==> config.mk <==
export PLATFORM = sky130hd
export DESIGN_NAME = dma_chan_regs
export DESIGN_NICKNAME = d
export VERILOG_FILES = /design/src/rtl/dma_regs_pkg.sv /design/src/rtl/dma_bus_decode.sv /design/src/rtl/dma_stream_decode.sv /design/src/rtl/dma_irq_unit.sv /design/src/rtl/dma_chan_regs.sv
export SDC_FILE = /design/constraint.sdc
export NUM_CORES = 1
export LEC_CHECK = 0
export CAP_MARGIN = 20
export CELL_PAD_IN_SITES_DETAIL_PLACEMENT = 1
export CELL_PAD_IN_SITES_GLOBAL_PLACEMENT = 2
export CORE_MARGIN = 1
export CORE_UTILIZATION = 37
export DETAILED_ROUTE_END_ITERATION = 6
export GPL_TIMING_DRIVEN = 0
export PLACE_DENSITY_LB_ADDON = 0.1
export SETUP_SLACK_MARGIN = 0.02
export SLEW_MARGIN = 20
export SYNTH_ARGS = -nofsm -noshare
export SYNTH_HDL_FRONTEND = slang
export SYNTH_SLANG_ARGS = --single-unit
==> constraint.sdc <==
create_clock -name clk -period 4.19 [get_ports clk]
set_input_delay 0.419 -clock clk [delete_from_list [all_inputs] [get_ports clk]]
set_output_delay 0.419 -clock clk [all_outputs]
set_load 0.005 [all_outputs]
==> src/rtl/dma_regs_pkg.sv <==
package dma_regs_pkg;

    localparam int DATA_W  = 32;
    localparam int NUM_SEL = 13;

    localparam int SEL_DATA  = 0;
    localparam int SEL_SAVED = 1;
    localparam int SEL_SBUF  = 2;
    localparam int SEL_GRP   = 3;
    localparam int SEL_GDOWN = 4;
    localparam int SEL_CMD   = 5;
    localparam int SEL_CFG   = 6;
    localparam int SEL_STAT  = 7;
    localparam int SEL_MASK  = 8;
    localparam int SEL_ACK   = 9;
    localparam int SEL_RAW   = 10;
    localparam int SEL_MSKD  = 11;
    localparam int SEL_STRM  = 12;

    // byte offsets inside a channel window, indexed by SEL_*
    localparam logic [7:0] REG_OFFS [NUM_SEL] = '{
        8'h00, 8'h58, 8'h5C, 8'h60, 8'h7C, 8'h80, 8'h84,
        8'h88, 8'h8C, 8'h90, 8'h94, 8'h98, 8'h9C
    };

    localparam logic [1:0] SIZE_WORD = 2'b10;

    localparam logic [9:0] STRM_LOAD_D = 10'h140;
    localparam logic [9:0] STRM_BURST  = 10'h020;
    localparam logic [9:0] STRM_LOAD_C = 10'h200;

    typedef enum logic [2:0] {
        ST_RST  = 3'd1,
        ST_STOP = 3'd2,
        ST_RUN  = 3'd4
    } chan_state_e;

endpackage

==> src/rtl/dma_bus_decode.sv <==
module dma_bus_decode
    import dma_regs_pkg::*;
#(
    parameter int ADDR_W   = 16,
    parameter int WIN_BITS = 13,
    parameter int CHAN_ID  = 1
) (
    input  logic              bus_req,
    input  logic [1:0]        bus_size,
    input  logic [ADDR_W-1:0] bus_addr,
    output logic              acc_ok,
    output logic              acc_bad,
    output logic [NUM_SEL-1:0] sel
);

    localparam int CH_W = ADDR_W - WIN_BITS;
    localparam logic [CH_W-1:0] CH_VAL = CH_W'(CHAN_ID);

    logic chan_hit;
    logic upper_zero;

    assign chan_hit   = bus_req && (bus_addr[ADDR_W-1:WIN_BITS] == CH_VAL);
    assign upper_zero = (bus_addr[WIN_BITS-1:8] == '0);
    assign acc_ok     = chan_hit && (bus_size == SIZE_WORD);
    assign acc_bad    = chan_hit && (bus_size != SIZE_WORD);

    for (genvar g = 0; g < NUM_SEL; g++) begin : g_sel
        assign sel[g] = upper_zero && (bus_addr[7:0] == REG_OFFS[g]);
    end

endmodule

==> src/rtl/dma_stream_decode.sv <==
module dma_stream_decode
    import dma_regs_pkg::*;
(
    input  logic              valid,
    input  logic [DATA_W-1:0] value,
    output logic              load_d,
    output logic              load_c,
    output logic              start,
    output logic              illegal
);

    logic [9:0] field;

    assign field   = value[9:0];
    assign load_d  = valid && ((field & STRM_LOAD_D) != '0);
    assign start   = load_d && ((field & STRM_BURST) != '0);
    assign load_c  = valid && ((field & STRM_LOAD_C) != '0);
    assign illegal = valid && (value[DATA_W-1:10] != '0);

endmodule

==> src/rtl/dma_irq_unit.sv <==
module dma_irq_unit
    import dma_regs_pkg::*;
#(
    parameter int INTR_W = 4
) (
    input  logic              clk,
    input  logic              rst_n,
    input  logic              mask_we,
    input  logic              ack_we,
    input  logic [INTR_W-1:0] wdata,
    input  logic [INTR_W-1:0] set_in,
    output logic [INTR_W-1:0] raw_q,
    output logic [INTR_W-1:0] mask_q,
    output logic              irq_q
);

    typedef struct packed {
        logic [INTR_W-1:0] raw;
        logic [INTR_W-1:0] mask;
        logic              irq;
    } irq_regs_t;

    irq_regs_t r_q, r_d;

    always_comb begin
        r_d = r_q;
        if (ack_we) begin
            r_d.raw = r_q.raw & ~wdata;
        end
        r_d.raw = r_d.raw | set_in;   // new events win over acknowledge
        if (mask_we) begin
            r_d.mask = wdata;
        end
        r_d.irq = |(r_d.raw & r_d.mask);
    end

    always_ff @(posedge clk) begin
        if (!rst_n) begin
            r_q <= '0;
        end else begin
            r_q <= r_d;
        end
    end

    assign raw_q  = r_q.raw;
    assign mask_q = r_q.mask;
    assign irq_q  = r_q.irq;

endmodule

==> src/rtl/dma_chan_regs.sv <==
module dma_chan_regs
    import dma_regs_pkg::*;
#(
    parameter int ADDR_W     = 16,
    parameter int WIN_BITS   = 13,
    parameter int CHAN_ID    = 1,
    parameter int INTR_W     = 4,
    parameter int STREAM_SRC = 1
) (
    input  logic              clk,
    input  logic              rst_n,
    input  logic              bus_req,
    input  logic              bus_we,
    input  logic [1:0]        bus_size,
    input  logic [ADDR_W-1:0] bus_addr,
    input  logic [31:0]       bus_wdata,
    output logic [31:0]       bus_rdata,
    output logic              bus_rvalid,
    output logic              bus_err,
    input  logic [INTR_W-1:0] eng_intr_set,
    input  logic              eng_eol_set,
    input  logic              eng_descr_eol,
    output logic              eng_load_data,
    output logic              eng_load_ctx,
    output logic              eng_continue,
    output logic [2:0]        chan_state,
    output logic              irq,
    output logic              cmd_err
);

    typedef struct packed {
        logic [DATA_W-1:0] data_ptr;
        logic [DATA_W-1:0] saved;
        logic [DATA_W-1:0] sbuf;
        logic [DATA_W-1:0] grp;
        logic [DATA_W-1:0] gdown;
        logic [DATA_W-1:0] cmd;
        logic [DATA_W-1:0] cfg;
        logic [DATA_W-1:0] strm;
        chan_state_e       state;
        logic              eol;
        logic              cmd_err;
        logic              load_d;
        logic              load_c;
        logic              cont;
        logic              rvalid;
        logic              berr;
        logic [DATA_W-1:0] rdata;
    } regs_t;

    regs_t q, d;

    logic               acc_ok, acc_bad;
    logic [NUM_SEL-1:0] sel;
    logic               wr, rd;
    logic               st_load_d, st_load_c, st_start, st_bad;
    logic [INTR_W-1:0]  irq_raw, irq_mask;
    logic               irq_line;
    logic [DATA_W-1:0]  rd_vals [NUM_SEL];
    logic [DATA_W-1:0]  rd_word;

    dma_bus_decode #(
        .ADDR_W   (ADDR_W),
        .WIN_BITS (WIN_BITS),
        .CHAN_ID  (CHAN_ID)
    ) i_decode (
        .bus_req  (bus_req),
        .bus_size (bus_size),
        .bus_addr (bus_addr),
        .acc_ok   (acc_ok),
        .acc_bad  (acc_bad),
        .sel      (sel)
    );

    assign wr = acc_ok && bus_we;
    assign rd = acc_ok && !bus_we;

    dma_stream_decode i_stream (
        .valid   (wr && sel[SEL_STRM]),
        .value   (bus_wdata),
        .load_d  (st_load_d),
        .load_c  (st_load_c),
        .start   (st_start),
        .illegal (st_bad)
    );

    dma_irq_unit #(
        .INTR_W (INTR_W)
    ) i_irq (
        .clk     (clk),
        .rst_n   (rst_n),
        .mask_we (wr && sel[SEL_MASK]),
        .ack_we  (wr && sel[SEL_ACK]),
        .wdata   (bus_wdata[INTR_W-1:0]),
        .set_in  (eng_intr_set),
        .raw_q   (irq_raw),
        .mask_q  (irq_mask),
        .irq_q   (irq_line)
    );

    // read sources, one per select line
    always_comb begin
        rd_vals[SEL_DATA]  = q.data_ptr;
        rd_vals[SEL_SAVED] = q.saved;
        rd_vals[SEL_SBUF]  = q.sbuf;
        rd_vals[SEL_GRP]   = q.grp;
        rd_vals[SEL_GDOWN] = q.gdown;
        rd_vals[SEL_CMD]   = q.cmd;
        rd_vals[SEL_CFG]   = q.cfg;
        rd_vals[SEL_STAT]  = {16'h0, 8'(STREAM_SRC), 2'b00, q.eol, 2'b00, q.state};
        rd_vals[SEL_MASK]  = DATA_W'(irq_mask);
        rd_vals[SEL_ACK]   = '0;
        rd_vals[SEL_RAW]   = DATA_W'(irq_raw);
        rd_vals[SEL_MSKD]  = DATA_W'(irq_raw & irq_mask);
        rd_vals[SEL_STRM]  = q.strm;
        rd_word = '0;
        for (int i = 0; i < NUM_SEL; i++) begin
            if (sel[i]) begin
                rd_word = rd_word | rd_vals[i];
            end
        end
    end

    always_comb begin
        d        = q;
        d.load_d = 1'b0;
        d.load_c = 1'b0;
        d.cont   = 1'b0;
        d.rvalid = rd;
        d.berr   = acc_bad;
        d.rdata  = rd ? rd_word : '0;

        if (wr) begin
            if (sel[SEL_DATA])  d.data_ptr = bus_wdata;
            if (sel[SEL_SAVED]) d.saved    = bus_wdata;
            if (sel[SEL_SBUF])  d.sbuf     = bus_wdata;
            if (sel[SEL_GRP])   d.grp      = bus_wdata;
            if (sel[SEL_GDOWN]) d.gdown    = bus_wdata;
            if (sel[SEL_CMD]) begin
                d.cmd = bus_wdata;
                if (bus_wdata[DATA_W-1:1] != '0) begin
                    d.cmd_err = 1'b1;
                end
                if (bus_wdata[0] && q.cfg[0] && !q.cfg[1] &&
                    (q.state == ST_RUN) && eng_descr_eol) begin
                    d.cont = 1'b1;
                end
            end
            if (sel[SEL_CFG]) begin
                d.cfg = bus_wdata;
                if (!bus_wdata[0]) begin
                    d.state = ST_RST;
                end else if (bus_wdata[1]) begin
                    d.state = ST_STOP;
                end
            end
            if (sel[SEL_STRM]) begin
                d.strm   = bus_wdata;
                d.load_d = st_load_d;
                d.load_c = st_load_c;
                if (st_bad) begin
                    d.cmd_err = 1'b1;
                end
                if (st_start) begin
                    d.state = ST_RUN;
                    d.eol   = 1'b0;
                end
            end
        end

        if (eng_eol_set) begin
            d.eol = 1'b1;
        end
    end

    always_ff @(posedge clk) begin
        if (!rst_n) begin
            q       <= '0;
            q.state <= ST_RST;
        end else begin
            q <= d;
        end
    end

    assign bus_rdata     = q.rdata;
    assign bus_rvalid    = q.rvalid;
    assign bus_err       = q.berr;
    assign eng_load_data = q.load_d;
    assign eng_load_ctx  = q.load_c;
    assign eng_continue  = q.cont;
    assign chan_state    = q.state;
    assign irq           = irq_line;
    assign cmd_err       = q.cmd_err;

endmodule

### After elaboration in Yosys (flattened, before gate mapping)

Index checks and enable logic that the tools add are counted.

| word-level totals | value |
|---|---|
| register bits after elaboration | 307 |
| output and inout port bits | 42 |
| logic and storage cells | 130 |

| cells by class | value |
|---|---|
| muxes and demuxes | 26 |
| bitwise operators | 16 |
| reductions and logical operators | 52 |
| equality and inequality tests | 16 |

Operators with widths:

| operator | count |
|---|---|
| 2-to-1 mux 32 bit | 12 |
| OR 32 bit | 7 |
| OR 32 x 4 -> 32 bit | 3 |
| equality test 8 bit (second input constant) | 8 |
| equality test 8 x 7 -> 1 bit (second input constant) | 4 |
| OR 32 x 9 -> 32 bit | 1 |
| nonzero test 31 bit | 1 |
| logical AND 1 bit | 29 |
| nonzero test 22 bit | 1 |
| AND reduction 2 bit | 9 |
| bitwise AND 4 bit | 3 |
| 2-to-1 mux 4 bit | 3 |
| nonzero test 10 bit | 1 |
| 2-to-1 mux 3 bit | 3 |
| AND reduction 3 bit | 3 |
| zero test 8 bit | 1 |
| 2-to-1 mux 7 bit | 1 |
| 2-to-1 mux 1 bit | 6 |
| nonzero test 2 bit | 3 |
| zero test 5 bit | 1 |
| 2-to-1 mux 5 bit | 1 |
| NOT 4 bit | 1 |
| OR 4 bit | 1 |
| OR reduction 4 bit | 1 |
| 5 further kinds | 6 |

### Longest topological paths before layout

Gate-level depths: netlist of the first run.

| logic depth | value |
|---|---|
| depth after elaboration | 25 |
| depth in mapped cells | 9 |
| gate-level depth less buffers | 5 |

### Modules after synthesis

From an unflattened synthesis of the first run, not the netlist that was laid out.

| second synthesis, totals | value |
|---|---|
| cells, all modules | 1564 |
| area total of the unflattened synthesis | 13122.6 µm² |

By module, submodules not included:

| module | seq. area each (µm²) | cells an instance | area each (µm²) | times used |
|---|---|---|---|---|
| dma_chan_regs | 5965.7 | 1485 | 12499.5 | 1 |
| dma_irq_unit | 180.2 | 35 | 350.3 | 1 |
| dma_bus_decode | 0.0 | 34 | 202.7 | 1 |
| dma_stream_decode | 0.0 | 10 | 70.1 | 1 |

### Worst setup path after synthesis of the first run

Ideal clock, no wire load.

| timing | value |
|---|---|
| path type | input -> register |
| from | input bus_addr[15] |
| to | register q[75] (netlist bit) |
| buffers on the path | 3 |
| cell stages on the path | 8 |
| data required time | 4058 ps |
| slack | 2130 ps |
| arrival time | 1927 ps |
| cell sequence | and4bb_2 -> and3_1 -> clkbuf_1 -> buf_2 -> nand4_1 -> clkbuf_1 -> nand2_1 -> a21oi_1 |

| on the way | value |
|---|---|
| word-level cells in the longest chain between the ends | 5 |

RTL lines:

| element | RTL line | text |
|---|---|---|
| start, declared | dma_chan_regs.sv:15 | `input logic [ADDR_W-1:0] bus_addr,` |
| equality test 3 x 1 -> 1 bit | dma_bus_decode.sv:22 | `assign chan_hit = bus_req && (bus_addr[ADDR_W-1:WIN_BITS] == CH_VAL);` |
| logical AND 1 bit | dma_bus_decode.sv:22 |  |
| logical AND 1 bit | dma_bus_decode.sv:24 | `assign acc_ok = chan_hit && (bus_size == SIZE_WORD);` |
| logical AND 1 bit | dma_chan_regs.sv:75 | `assign wr = acc_ok && bus_we;` |
| AND reduction 2 bit (no line) | n/a |  |
| end, declared | dma_chan_regs.sv:51 | `regs_t q, d;` |

No other way between the ends.
A chain may end at the register's enable or synchronous reset.

### Worst setup path in the final report of the first run

| timing | value |
|---|---|
| from | input bus_addr[8] |
| to | register q[88] (netlist bit) |

| on the way | value |
|---|---|
| word-level cells in the longest chain between the ends | 3 |

RTL lines:

| element | RTL line | text |
|---|---|---|
| zero test 5 bit | dma_bus_decode.sv:23 | `assign upper_zero = (bus_addr[WIN_BITS-1:8] == '0);` |
| logical AND 1 bit | dma_bus_decode.sv:28 | `assign sel[g] = upper_zero && (bus_addr[7:0] == REG_OFFS[g]);` |
| AND reduction 2 bit (no line) | n/a |  |

No other way between the ends.

==> results.py, run 1 <==
metrics = {
    "cts": {
        "postCtsSetupBuffers": 0,
        "path_clk_slew_ns": 0.06,
        "htree_levels": 2,
        "cts_tree": "yes",
        "cts_buffers": 37,
        "cts_resized": 0,
        "clockRootBuffer": "clkbuf_16",
        "ctsHoldBuffers": 0,
        "cts_sinks": 307,
        "cts_buffer_depth": 3,
        "insertion_delay_ns": 0.53,
    },
    "timing": {
        "slew_violations": 0,
        "setup_viol": 0,
        "fmax_ghz": 0.275,
        "fin_setup_tns_ns": 0,
        "max_slew_margin_pct": 18.8,
        "min_period_over_period_pct": 86.8,
        "rsz0062_at_grt": "no",
        "tightest_slew_ns": 1.22,
        "hold_viol_final": 0,
        "period_needed_ns": 3.64,
        "clock_skew_ns": 0.00826,
    },
    "worst_hold_path": {
        "holdPathStages": 3,
        "min_to": "q[280]$_SDFFE_PN0P_",
        "hp-class": "in2reg",
        "worstHoldStart": "bus_wdata[14]",
    },
    "synth": {
        "yosysWarnings": 0,
        "netlist_area_um2": 12900,
        "synthCells": 1653,
        "synth.avg_cell_area_um2": 7.80,
        "async_reset_ff_share_pct": 0,
        "syn_nets": 1713,
        "ys.flop_type": "dfxtp_1",
        "synth-seq-cells": 307,
        "yosysSeqAreaShare_pct": 47.7,
        "synth.distinct_cells": 52,
        "synth_edf_count": 0,
    },
    "critical_path": {
        "ff2ff_path_depth": 5,
        "worst_r2r_endpoint": "bus_rdata[2]$_SDFF_PN0_",
        "path_max_fanout": 10,
        "cp_slowest_stage_delay_ns": 0.89,
        "startpoint_type": "input port",
        "r2r_slack_ns": 2.66,
        "crit_path_top_delay_cell": "nand4_1",
        "cp.required_ns": 4.57,
        "path_cells": "clkdlybuf4s50_1 > or4_1 > nor2_2 > nand4_1 > clkbuf_1 > nand2_1 > a21oi_1",
        "crit_family": "simple AND/OR/NAND/NOR gates",
        "regToRegStartpoint": "q[108]$_SDFFE_PN0P_",
        "crit_type": "in2reg",
        "crit_arrival_ns": 4.02,
        "cp-end-kind": "flop",
        "crit_buf_inv": 2,
    },
    "die": {
        "die_w_um": 189,
        "row_count": 67,
        "io_pins": 102,
        "start_util_pct": 38.1,
        "die_y_um": 189,
        "die-area_um2": 35600,
        "coreArea_um2": 33900,
    },
    "drt": {
        "drtPass1Iterations": 7,
        "ant_nets": 0,
        "post-route-drc-count": 0,
        "vias_per_cell": 5.84,
        "dr.first_iter.drc_count": 1184,
        "routed_wl_mm": 59.7,
        "vias": 13100,
        "wl_per_cell_um": 26.6,
    },
    "placed_design": {
        "numPortBuffers": 73,
        "place.gp.congestion": 0.892,
        "hpwl_mm": 40.1,
        "dp.cells": 2175,
    },
    "cells_and_area": {
        "drive_gt1_share_pct": 8.92,
        "instances_no_fill": 2243,
        "area_delta_synth_final_pct": 19.9,
        "most-common-layout-cells": "nand2_1, dfxtp_1, a21oi_1",
        "final_common_cell": "nand2_1",
        "final_nets": 1826,
    },
    "global_route": {
        "grt-ovfl-total": 0,
        "grt_pass1_vias": 13000,
        "grt_max_degree": 13,
        "grt_usage_pct": 33.2,
        "grt_pass1_wl_mm": 86.7,
        "antenna_found_initial": 1,
    },
    "run": {
        "cap_violations": 0,
    },
    "status": {
        "status": "complete, no violations",
    },
    "power_and_ir_drop": {
        "vdd_drop_max_uv": 291,
        "power_density_nw_per_um2": 423,
        "p_leak_nw": 4.98,
    },
}
==> per-layer routing <==
layer	vias to the layer above	GRT usage [%]	routed length (µm)
li1	5857	-	-
met1	6558	43.0	25000
met2	558	54.1	27600
met3	137	5.59	4400
met4	0	14.8	2630
met5	-	0.549	0
==> sequential cells by signal, indices dropped and copies added (netlist names), 3 cells and up <==
register / cells
q: 257
i_irq.raw_q: 4
i_irq.mask_q: 4
chan_state: 3
bus_rdata: 32
==> through the flow <==
stage | setup WS [ns] | utilization (%) | hold slack (ns) | power (mW) | instance area, µm²
4_1_cts | 0.746 | 45.6 | 0.293 | 6.55 | 15400
5_1_grt | 0.610 | 45.6 | 0.323 | 6.69 | 15500
3_5_place_dp | 0.187 | 41.9 | 0.445 | 3.26 | 14200
6_report | 0.551 | 45.6 | 0.298 | 6.53 | 15500
2_1_floorplan | 2.13 | - | 0.428 | 3.11 | 12900
3_3_place_gp | 0.260 | 41.9 | 0.436 | 3.25 | 14200
==> synthesized netlist by cell type (2+ instances only) <==
library cell	count	area, µm²
a22oi_1	69	518
mux2_2	3	33.8
dfxtp_1	307	6150
mux2i_1	10	100
a41oi_1	5	43.8
a21oi_1	277	1390
o22ai_1	17	106
and4_1	10	87.6
a222oi_1	19	190
o21a_1	10	75.1
a2bb2oi_1	5	43.8
nor2_1	29	109
nand3_1	18	90.1
nor4_2	2	25.0
nand4_1	3	18.8
o31ai_1	2	15.0
or4_1	4	30.0
nand4b_1	2	17.5
a31oi_1	26	163
nand2_1	536	2010
a21o_1	3	22.5
a22o_1	6	52.6
and3_1	9	56.3
and3b_1	3	26.3
nor4bb_1	4	40.0
nor4_1	6	37.5
buf_4	43	323
buf_2	46	230
nor4b_1	2	17.5
o21ai_0	11	55.1
o221ai_1	2	17.5
a32oi_1	8	70.1
and2_1	6	37.5
nor2b_1	6	37.5
clkbuf_1	111	417
inv_1	14	52.6
a221oi_1	3	26.3
nor3_1	2	10.0
==> power breakdown <==
| part | internal, mW | switching (mW) | total, mW | leakage (nW) |
|---|---|---|---|---|
| clock network | 2.02 | 1.31 | 3.34 | 0.623 |
| registers | 2.92 | 0.00347 | 2.93 | 2.47 |
| logic | 0.0631 | 0.209 | 0.273 | 1.88 |
==> worst max path at each step <==
| stage | slack (ns) | start | endpoint | depth (start not counted) |
|---|---|---|---|---|
| after floorplan | 2.13 | bus_addr[15] | q[75]$_SDFFE_PN0P_ | 8 |
| after global placement | 0.26 | bus_addr[5] | chan_state[0]$_SDFFE_PN1P_ | 7 |
| after detailed placement | 0.19 | bus_addr[5] | chan_state[0]$_SDFFE_PN1P_ | 7 |
| after CTS | 0.75 | bus_addr[5] | chan_state[0]$_SDFFE_PN1P_ | 7 |
| after global routing | 0.61 | bus_addr[7] | chan_state[0]$_SDFFE_PN1P_ | 7 |
| final | 0.55 | bus_addr[8] | q[88]$_SDFFE_PN0P_ | 7 |
==> final cells by class <==
class / count / area (µm²)
timing repair buffer: 74 / 742
buffer: 201 / 975
fill: 4089 / 18400
antenna: 1 / 2.50
sequential: 307 / 6150
tap: 448 / 561
clock buffer: 59 / 1160
clock inverter: 8 / 93.8
inverter: 14 / 52.6
multi-input combinational: 1131 / 5720
==> logic make-up after synthesis <==
group                  share of synthesized area (%)
flip-flops                                      47.7
multiplexers                                    1.04
AND/OR/NAND/NOR                                 21.5
buffers and inverters                           7.96
AO/OA/AOI/OAI                                   21.8
==> tightest hold or removal path: stages <==
cell and delay (ns):
clkbuf_1 0.20, nand2_1 0.11, a21oi_1 0.05
(Power assumes the default switching activity.)
==> run 2: changes to the inputs <==
ABC_AREA = 1   (was unset)
CORE_UTILIZATION = 36   (was 37)
CTS_CLUSTER_SIZE = 10   (was unset)
HOLD_SLACK_MARGIN = 0.15   (was unset)
==> results.py, run 2 <==
metrics = {
    "drt": {
        "post-route-drc-count": 0,
        "routed_wl_mm": 52.2,
        "vias": 12400,
        "drtPass1Iterations": 5,
        "ant_nets": 0,
        "wl_per_cell_um": 22.4,
        "vias_per_cell": 5.34,
        "dr.first_iter.drc_count": 1015,
    },
    "critical_path": {
        "cp.required_ns": 4.62,
        "crit_arrival_ns": 3.16,
        "crit_top_cell": "inv_1",
        "crit_path_top_delay_cell": "clkdlybuf4s50_1",
        "path_max_fanout": 10,
        "startpoint_type": "input port",
        "regToRegStartpoint": "q[38]$_SDFFE_PN0P_",
        "cp-end-kind": "flop",
        "cp-startpoint": "rst_n",
        "path_cells": "clkdlybuf4s50_1 > inv_1 > nor3_1 > inv_1 > clkbuf_1 > a21oi_1",
        "crit_type": "in2reg",
        "cp_slowest_stage_delay_ns": 0.74,
    },
    "cells_and_area": {
        "max_flop_register": "q",
        "area_delta_synth_final_pct": 19.8,
        "instances_no_fill": 2329,
        "drive_gt1_share_pct": 9.39,
        "final_common_cell": "nand2_1",
        "antenna_cells": 0,
        "largest_reg_flops": 257,
        "most-common-layout-cells": "nand2_1, dfxtp_1, o21ai_0",
        "final_nets": 1924,
    },
    "global_route": {
        "antenna_found_initial": 2,
        "grt_max_degree": 11,
        "grt_pass1_wl_mm": 77.6,
        "grt_usage_pct": 29.2,
        "grt-ovfl-total": 0,
        "grt_pass1_vias": 12400,
    },
    "die": {
        "start_util_pct": 36.7,
        "die-area_um2": 36000,
        "die_y_um": 190,
        "row_count": 68,
        "die_w_um": 190,
        "coreArea_um2": 34600,
        "io_pins": 102,
    },
    "cts": {
        "cts_buffer_depth": 3,
        "postCtsSetupBuffers": 0,
        "cts_sinks": 307,
        "cts_tree": "yes",
        "ctsHoldBuffers": 0,
        "cts_buffers": 37,
        "clockRootBuffer": "clkbuf_16",
        "cts_resized": 0,
        "path_clk_slew_ns": 0.05,
        "htree_levels": 2,
        "insertion_delay_ns": 0.52,
    },
    "synth": {
        "yosysWarnings": 0,
        "yosysMostFrequentCell": "nand2_1",
        "synth_top_area_cell": "dfxtp_1",
        "synth_top_area_share_pct": 48.4,
        "netlist_area_um2": 12700,
        "synthCells": 1734,
        "synth_common_cells": "nand2_1, dfxtp_1, o21ai_0",
        "synth-seq-cells": 307,
        "synth.area.top_cells": "dfxtp_1, o21ai_0, a21oi_1",
        "syn_nets": 1794,
        "synth.avg_cell_area_um2": 7.32,
        "synth_edf_count": 0,
        "ys.flop_type": "dfxtp_1",
        "yosysSeqAreaShare_pct": 48.4,
        "async_reset_ff_share_pct": 0,
        "synth.distinct_cells": 31,
    },
    "placed_design": {
        "place.gp.congestion": 0.843,
        "dp.cells": 2279,
        "numPortBuffers": 90,
        "hpwl_mm": 36.5,
    },
    "run": {
        "cap_violations": 0,
    },
    "worst_hold_path": {
        "worstHoldStart": "bus_wdata[15]",
        "hp-class": "in2reg",
    },
    "power_and_ir_drop": {
        "power_mw": 6.07,
        "p_leak_nw": 6.01,
        "power_density_nw_per_um2": 399,
        "vdd_drop_max_uv": 254,
    },
    "timing": {
        "fin_setup_tns_ns": 0,
        "clock_skew_ns": 0.0131,
        "fmax_ghz": 0.365,
        "tightest_slew_ns": 1.19,
        "hold_viol_final": 0,
        "setup_viol": 0,
        "slew_violations": 0,
        "max_slew_margin_pct": 19.9,
        "rsz0062_at_grt": "no",
        "period_needed_ns": 2.74,
        "min_period_over_period_pct": 65.3,
    },
    "status": {
        "status": "complete, no violations",
    },
}
run 2: cell count changes after synthesis, moves of 26 or more:
| cell | delta |
|---|---|
| nor2_1 | +153 |
| a31oi_1 | -26 |
| o21ai_1 | +53 |
| inv_1 | +89 |
| nand2_1 | -227 |
| a22oi_1 | -69 |
| a21oi_1 | -33 |
| o21ai_0 | +244 |
| clkbuf_1 | -58 |
run 2: critical path: cells and delay by family:
kind	cells	cell delay (ns)
and+or+nand+nor	1	0.68
AOI/OAI and AO/OA	1	0.31
buffers and inverters	4	1.74
run 2: path summary, 6_finish.rpt:
| check | to | slack (ns) | cells past startpoint |
|---|---|---|---|
| setup / recovery | bus_rdata[17]$_SDFF_PN0_ | 1.45 | 6 |
| hold / removal | q[185]$_SDFFE_PN0P_ | 0.38 | 3 |
| setup reg to reg | bus_rdata[5]$_SDFF_PN0_ | 3.06 | 6 |
| hold reg to reg | q[57]$_SDFFE_PN0P_ | 0.45 | 2 |
run 2: where the power goes:
group          switching (mW)  total (mW)  internal (mW)
Clock                    1.23        2.91           1.68
Combinational           0.168       0.237         0.0694
Sequential            0.00269        2.93           2.92
Total                    1.40        6.07           4.67
run 2: metrics by stage:
step	cell area (µm²)	setup WS, ns	hold WS [ns]	utilization [%]
2_1_floorplan	12700	2.54	0.425	-
3_3_place_gp	14200	0.796	0.435	40.9
3_5_place_dp	14200	0.835	0.442	40.9
4_1_cts	15200	1.38	0.367	43.9
5_1_grt	15200	1.40	0.387	43.9
6_report	15200	1.45	0.383	43.9
run 2: kinds of logic after synthesis:
logic type / count (synthesis) / share of synthesized area (%)
AOI/OAI and AO/OA: 565 / 22.5
and+or+nand+nor: 573 / 18.9
buffers and inverters: 289 / 10.3
DFF: 307 / 48.4
run 2: layer usage:
metal  track usage (%)  wire length, µm
met4              9.15             1450
met1              39.5            23700
met2              47.0            23500
met5                 0                0
met3              5.22             3530
run 2: final cells by class:
| class | instances | area, µm² |
|---|---|---|
| fill | 4306 | 19400 |
| sequential | 307 | 6150 |
| multi-input combinational | 1138 | 5250 |
| clock buffer | 48 | 1020 |
| timing repair buffer | 91 | 916 |
| buffer | 152 | 785 |
| tap | 455 | 569 |
| inverter | 137 | 519 |
| clock inverter | 1 | 16.3 |
